<file path="config.mk">
export PLATFORM = sky130hd
export DESIGN_NAME = sync_serial_xcvr
export DESIGN_NICKNAME = d
export VERILOG_FILES = /design/src/rtl/ssx_pkg.sv /design/src/rtl/ssx_prescale.sv /design/src/rtl/ssx_sync.sv /design/src/rtl/ssx_shifter.sv /design/src/rtl/sync_serial_xcvr.sv
export SDC_FILE = /design/constraint.sdc
export NUM_CORES = 1
export LEC_CHECK = 0
export ABC_AREA = 1
export BUFFER_PORTS_ARGS = -buffer_cell sky130_fd_sc_hd__buf_4
export CORE_UTILIZATION = 40
export CTS_BUF_LIST = sky130_fd_sc_hd__clkbuf_4 sky130_fd_sc_hd__clkbuf_8 sky130_fd_sc_hd__clkbuf_16
export DETAILED_ROUTE_END_ITERATION = 6
export PLACE_DENSITY = 0.66
export SYNTH_ARGS = -nofsm -noshare
export SYNTH_HDL_FRONTEND = slang
export SYNTH_SLANG_ARGS = --single-unit
</file>
<file path="constraint.sdc">
create_clock -name clk -period 2.8 [get_ports clk]
set_input_delay 0.28 -clock clk [delete_from_list [all_inputs] [get_ports clk]]
set_output_delay 0.28 -clock clk [all_outputs]
set_load 0.01 [all_outputs]
</file>
<file path="src/rtl/ssx_pkg.sv">
package ssx_pkg;
  localparam int SSX_RATE_W = 3;
  localparam int SSX_CNT_W  = (1 << SSX_RATE_W) + 1;

  typedef struct packed {
    logic master;
    logic cpol;
    logic cpha;
    logic sync_mode;
    logic msb_first;
    logic [SSX_RATE_W-1:0] rate;
  } ssx_cfg_t;

  // half period of the master clock in system clocks: divisor (4<<k) / 2
  function automatic int half_period(input logic [SSX_RATE_W-1:0] code);
    return 2 << code;
  endfunction
endpackage

</file>
<file path="src/rtl/ssx_prescale.sv">
module ssx_prescale
  import ssx_pkg::*;
(
  input  logic                  clk,
  input  logic                  rst_n,
  input  logic                  run,
  input  logic [SSX_RATE_W-1:0] rate,
  output logic                  tick
);
  logic [SSX_CNT_W-1:0] cnt;
  logic [SSX_CNT_W-1:0] limit;

  assign limit = SSX_CNT_W'(half_period(rate) - 1);
  assign tick  = run && (cnt == limit);

  always_ff @(posedge clk or negedge rst_n) begin
    if (!rst_n)        cnt <= '0;
    else if (!run)     cnt <= '0;
    else if (tick)     cnt <= '0;
    else               cnt <= cnt + 1'b1;
  end
endmodule

</file>
<file path="src/rtl/ssx_sync.sv">
module ssx_sync #(
  parameter logic RST_VAL = 1'b0
) (
  input  logic clk,
  input  logic rst_n,
  input  logic async_in,
  output logic q,
  output logic rise,
  output logic fall
);
  logic s1, s2, s3;

  always_ff @(posedge clk or negedge rst_n) begin
    if (!rst_n) begin
      s1 <= RST_VAL;
      s2 <= RST_VAL;
      s3 <= RST_VAL;
    end else begin
      s1 <= async_in;
      s2 <= s1;
      s3 <= s2;
    end
  end

  assign q    = s2;
  assign rise = s2 && !s3;
  assign fall = !s2 && s3;
endmodule

</file>
<file path="src/rtl/ssx_shifter.sv">
module ssx_shifter #(
  parameter int DW = 8
) (
  input  logic          clk,
  input  logic          rst_n,
  input  logic          load,
  input  logic [DW-1:0] tx_data,
  input  logic          lead_ev,
  input  logic          trail_ev,
  input  logic          pha,
  input  logic          msb,
  input  logic          master,
  input  logic          sdi,
  output logic          sdo,
  output logic          sample_ev,
  output logic          finish_ev,
  output logic          done,
  output logic [DW-1:0] rx_data
);
  localparam int EDGES = 2 * DW;
  localparam int IDX_W = $clog2(EDGES);
  localparam logic [IDX_W-1:0] LAST_EDGE = IDX_W'(EDGES - 1);
  localparam logic [IDX_W-1:0] LAST_P0   = IDX_W'(EDGES - 2);

  function automatic logic [DW-1:0] rx_next(input logic [DW-1:0] sr, input logic b,
                                             input logic m);
    return m ? {sr[DW-2:0], b} : {b, sr[DW-1:1]};
  endfunction

  function automatic logic [DW-1:0] tx_next(input logic [DW-1:0] sr, input logic m);
    return m ? {sr[DW-2:0], 1'b0} : {1'b0, sr[DW-1:1]};
  endfunction

  logic [DW-1:0]    tx_sr, rx_sr;
  logic [IDX_W-1:0] idx;
  logic             edge_ev, launch_ev;

  assign edge_ev   = lead_ev || trail_ev;
  assign sample_ev = pha ? trail_ev : lead_ev;
  assign launch_ev = (pha ? lead_ev : trail_ev) && !(pha && idx == '0);
  assign finish_ev = master ? (edge_ev && idx == LAST_EDGE)
                            : (sample_ev && idx == (pha ? LAST_EDGE : LAST_P0));
  assign sdo       = msb ? tx_sr[DW-1] : tx_sr[0];

  always_ff @(posedge clk or negedge rst_n) begin
    if (!rst_n) begin
      tx_sr   <= '0;
      rx_sr   <= '0;
      idx     <= '0;
      done    <= 1'b0;
      rx_data <= '0;
    end else begin
      done <= finish_ev;
      if (load) begin
        tx_sr <= tx_data;
        rx_sr <= '0;
        idx   <= '0;
      end else if (edge_ev) begin
        idx <= idx + 1'b1;
        if (launch_ev) tx_sr <= tx_next(tx_sr, msb);
        if (sample_ev) rx_sr <= rx_next(rx_sr, sdi, msb);
      end
      if (finish_ev)
        rx_data <= sample_ev ? rx_next(rx_sr, sdi, msb) : rx_sr;
    end
  end
endmodule

</file>
<file path="src/rtl/sync_serial_xcvr.sv">
module sync_serial_xcvr
  import ssx_pkg::*;
#(
  parameter int DW = 8
) (
  input  logic                  clk,
  input  logic                  rst_n,
  input  logic                  cfg_master,
  input  logic                  cfg_cpol,
  input  logic                  cfg_cpha,
  input  logic                  cfg_sync_mode,
  input  logic                  cfg_msb_first,
  input  logic [SSX_RATE_W-1:0] cfg_rate,
  input  logic                  start,
  input  logic [DW-1:0]         tx_data,
  output logic                  busy,
  output logic                  done,
  output logic [DW-1:0]         rx_data,
  output logic                  sck_o,
  output logic                  sck_oe,
  input  logic                  sck_i,
  output logic                  cs_n_o,
  input  logic                  cs_n_i,
  output logic                  sdo,
  input  logic                  sdi
);
  ssx_cfg_t cfg_q;
  logic     sck_q, cs_q;
  logic     load, tick, pha_eff, armed;
  logic     lead_ev, trail_ev, sample_ev, finish_ev;
  logic     s_sck, s_sck_rise, s_sck_fall, s_cs, s_cs_rise, s_cs_fall;

  assign load    = start && !busy;
  assign pha_eff = cfg_q.cpha && !cfg_q.sync_mode;
  assign armed   = busy && !cfg_q.master && !s_cs;

  ssx_prescale u_pre (
    .clk (clk), .rst_n (rst_n), .run (busy && cfg_q.master),
    .rate (cfg_q.rate), .tick (tick)
  );

  ssx_sync #(.RST_VAL(1'b0)) u_sck_sync (
    .clk (clk), .rst_n (rst_n), .async_in (sck_i),
    .q (s_sck), .rise (s_sck_rise), .fall (s_sck_fall)
  );

  ssx_sync #(.RST_VAL(1'b1)) u_cs_sync (
    .clk (clk), .rst_n (rst_n), .async_in (cs_n_i),
    .q (s_cs), .rise (s_cs_rise), .fall (s_cs_fall)
  );

  // leading = leaving the idle level, trailing = returning to it
  always_comb begin
    if (cfg_q.master) begin
      lead_ev  = tick && (sck_q == cfg_q.cpol);
      trail_ev = tick && (sck_q != cfg_q.cpol);
    end else begin
      lead_ev  = armed && (cfg_q.cpol ? s_sck_fall : s_sck_rise);
      trail_ev = armed && (cfg_q.cpol ? s_sck_rise : s_sck_fall);
    end
  end

  ssx_shifter #(.DW(DW)) u_shift (
    .clk (clk), .rst_n (rst_n), .load (load), .tx_data (tx_data),
    .lead_ev (lead_ev), .trail_ev (trail_ev), .pha (pha_eff),
    .msb (cfg_q.msb_first), .master (cfg_q.master), .sdi (sdi),
    .sdo (sdo), .sample_ev (sample_ev), .finish_ev (finish_ev),
    .done (done), .rx_data (rx_data)
  );

  always_ff @(posedge clk or negedge rst_n) begin
    if (!rst_n) begin
      cfg_q <= '0;
      busy  <= 1'b0;
      sck_q <= 1'b0;
      cs_q  <= 1'b1;
    end else begin
      if (!busy) cfg_q <= '{master: cfg_master, cpol: cfg_cpol, cpha: cfg_cpha,
                            sync_mode: cfg_sync_mode, msb_first: cfg_msb_first,
                            rate: cfg_rate};
      if (load)           busy <= 1'b1;
      else if (finish_ev) busy <= 1'b0;
      if (!busy)      sck_q <= cfg_cpol;
      else if (tick)  sck_q <= !sck_q;
      if (load && cfg_master) cs_q <= 1'b0;
      else if (finish_ev)     cs_q <= 1'b1;
    end
  end

  assign sck_o  = sck_q;
  assign sck_oe = cfg_q.master;
  assign cs_n_o = cs_q;
endmodule

</file>
==> impl_results.md <==
- Status: complete, but fails checks
- Failing checks: hold timing
- Sequential Power Share: 57.8%
- Layout cells sized above 1: 17.07%
- Clock latency at the later pin of the worst-skew pair: 0.32 ns
- GR Overflow Total: 0
- Global-route wire length before repair: ~10000 um
- MaxCap Viol Count: 0
- Vias in the first global route: 2228
- Final Non-Filler Cells: ~510
- Comb power frac: 2.9%
- GR Util met1: a little under a quarter
- Clock-pin slew on the worst setup and hold paths: 0.11 ns
- CTS Buf Count: 5
- Largest net degree at the start of global routing: 55
- # setup viols final: 0
- Leakage power: 1.695 nW
- Max clock buf depth: 2
- P&R area growth vs syn: 16.12%
- Register area share after synthesis: 46.44%
- Rows: 30
- Total Routing Usage GR: 17.12%
- Post-Route Skew: 0.01234 ns
- PD cells: 401.2 nW/um^2
- Drt pass-1 iters: 4
- WP data arrival: 2.76 ns
- Yosys synthesis warning count: 0
- Vias per inst: around 4.7
- Starting density of the core: 42.25%
- Met3 global-route usage: roughly 3.2%
- Buffers on Ports: 35
- Worst vdd ir: roughly 0.20 mV
- Synth cell count leaders: 116 x nand2_1, 51 x dfrtp_1, 41 x inv_1
- Number of synthesized flops with an enable pin: 0
- Most used routing layer: met2
- Initial antenna violation count: 0
- Hold-fix buffers at CTS: 0
- Fraction of registers with async set/reset: 100.0%
- FMAX: 0.4012 GHz
- Switching Share: 21.16%
- Pins over their slew limit: 0
- Die width: 87.41 um
- Critical path required time: 3.06 ns
- Top cells by area, synth: dfrtp_1 44%, nand2_1 15%, o21ai_0 5.8%
- Most frequent cell after synthesis: nand2_1
- Via Count: roughly 2400
- RSZ-0062 raised after global routing: no
- CORE AREA: 6907 sq um
- Hold_ws: -0.004241 ns
- ANT cells: 0
- Internal power: 1.072 mW
- Clock network power share: 39.3%
- Io pins: 36
- Clock tree root buffer cell: clkbuf_8
- Final WL: 5885 um
- Synth top area share: 43.74%
- Maximum fanout along the worst path: 11
- H-tree depth: 2
- Clock Sinks: 54
- Detailed placement HPWL: 4320 um
- Setup TNS: 0 ns
- GR Util met2: approximately 28%
- Worst Tran Pin Value: 0.6716 ns
- Largest area contributor in the netlist: dfrtp_1
- Placed cell count: 498
- #FFs+latches synth: 54
- Post-route DRC: 0
- DR WL/cell: 11.63 um
- GP Congestion: roughly 0.86
- Nets: 435
- Die area: ~7600 sq um
- Post-Synthesis Cells: 375
- Hold Vio Cnt, Final: 8
- CTS tree: yes
- Main synth FF type: dfrtp_1
- Crit path kind: flip-flop to flip-flop
- Die Height: 87.41 um
- Syn_area_per_cell: 7.781 sq um
- Fin crit share: 89.01%
- Slew headroom: 55.23%
- Cell area after synthesis: 2918 sq um
- Post-layout min period: roughly 2.5 ns
- Synthesized Nets: 401
- Crit end category: flip-flop
- Class of the worst hold path: input port to async pin
- Iter 0 DRT Violations: 139
- Worst Setup Start Kind: flip-flop
- Final ANT Viol Nets: 0
- P_sw: 0.2877 mW
- Distinct cells, synth: 34
[placed cells by master, fill, tap and decap left out, types with 2 or more instances in the layout]
master / n
a21oi_1: 18
o21ai_0: 34
nand3_1: 29
dfrtp_1: 51
xor2_1: 3
nand3_4: 3
o21ai_2: 3
xnor2_1: 3
dfstp_2: 3
inv_2: 2
nand2_2: 4
buf_4: 39
ha_1: 4
nand2_1: 116
nor3_1: 8
clkbuf_8: 5
nand3_2: 2
inv_1: 41
and2_1: 3
nor2_1: 20
nor2_4: 2
mux2i_1: 3
[layer usage]
layer / wire (um) / part of all wire (%)
met1: 2948 / 50
met2: 2694 / 46
met3: 186 / 3.2
met4: 56 / 0.95
met5: 0 / 0
[power by group through the flow]
stage,Combinational [mW],Clock (mW),Sequential (mW)
floorplan,0.00198,0,0.801
global placement,0.0407,0,0.801
detailed placement,0.0413,0,0.801
CTS,0.0414,0.552,0.786
global route,0.0445,0.578,0.787
finish,0.0392,0.534,0.786
[registers in the layout, indices dropped and copies added, names as in the netlist]
register,count
cfg_q,7
busy,1
u_sck_sync.s1,1
u_pre.cnt,9
u_shift.rx_sr,8
u_shift.done,1
u_sck_sync.s3,1
u_cs_sync.s1,1
u_shift.rx_data,8
u_shift.tx_sr,8
u_cs_sync.q,1
sck_oe,1
sck_o,1
u_sck_sync.q,1
cs_n_o,1
u_shift.idx,4
[critical path: stages, from the launching register on]
cell and delay [ns]:
dfrtp_1 0.50, nor2_4 0.17, nand2_1 0.08, ha_1 0.30, inv_1 0.04, nand2_1 0.05
nand2_1 0.04, nor2_1 0.09, nand3_1 0.07, nor2_1 0.08, nand2_1 0.08, nor2_4 0.15
nand2_2 0.10, nand3_4 0.11, nand3_2 0.23, nand2_4 0.20, nand2_1 0.08, nand2_1 0.06
[final timing paths]
check                               from            endpoint  slack (ns)  cells past startpoint
setup / recovery                cfg_q[1]  u_shift.rx_data[6]        0.31                     17
hold / removal                     rst_n        u_pre.cnt[7]      -0.004                      1
setup reg to reg                cfg_q[1]  u_shift.rx_data[6]        0.31                     17
hold reg to reg            u_sck_sync.s1        u_sck_sync.q        0.35                      0
max in group asynchronous          rst_n        u_pre.cnt[0]        2.36                      1
min in group clk                   sck_i       u_sck_sync.s1        0.07                      1
[cell families (layout without fill, tap and decap cells)]
kind of cell | after synthesis | after routing | share of synthesized area (%)
adder cells (fa/ha/maj) | 4 | 4 | 1.715
AO/OA/AOI/OAI | 58 | 58 | 10.51
flip-flops | 54 | 54 | 46.44
multiplexers | 4 | 4 | 1.415
XOR/XNOR | 6 | 6 | 1.801
buffers and inverters | 57 | 92 | 8.362
AND/OR/NAND/NOR | 192 | 192 | 29.76
[area by class of cell]
class	instances	area, sq um
well taps	96	120.1
fillers	689	3518
flip-flops and latches	54	1355
multi-input cells	264	1336
clock inverters	3	43.79
clock buffers	5	68.82
inverters	45	171.4
repair buffers	39	292.8
[timing repair]
action | in CTS | in global routing
buffers inserted | 0 | 0
endpoints found under the setup margin | 0 | 11
gates resized for setup | 0 | 3
hold endpoints to repair | 0 | 0
[stage by stage]
| step | util, % | hold WS [ns] | power (mW) | area (sq um) | setup WS [ns] |
|---|---|---|---|---|---|
| after floorplan | - | -0.01559 | 0.8029 | 2918 | 0.5563 |
| after global placement | 47.17 | 0.3375 | 0.8418 | 3258 | 0.2003 |
| after detailed placement | 47.17 | 0.3347 | 0.8425 | 3258 | 0.1105 |
| after CTS | 48.80 | 0.02566 | 1.379 | 3371 | 0.09557 |
| after global routing | 49.06 | 0.05491 | 1.409 | 3388 | 0.003511 |
| final | 49.06 | -0.004241 | 1.359 | 3388 | 0.3077 |
Power figures use the tool's default switching activity.
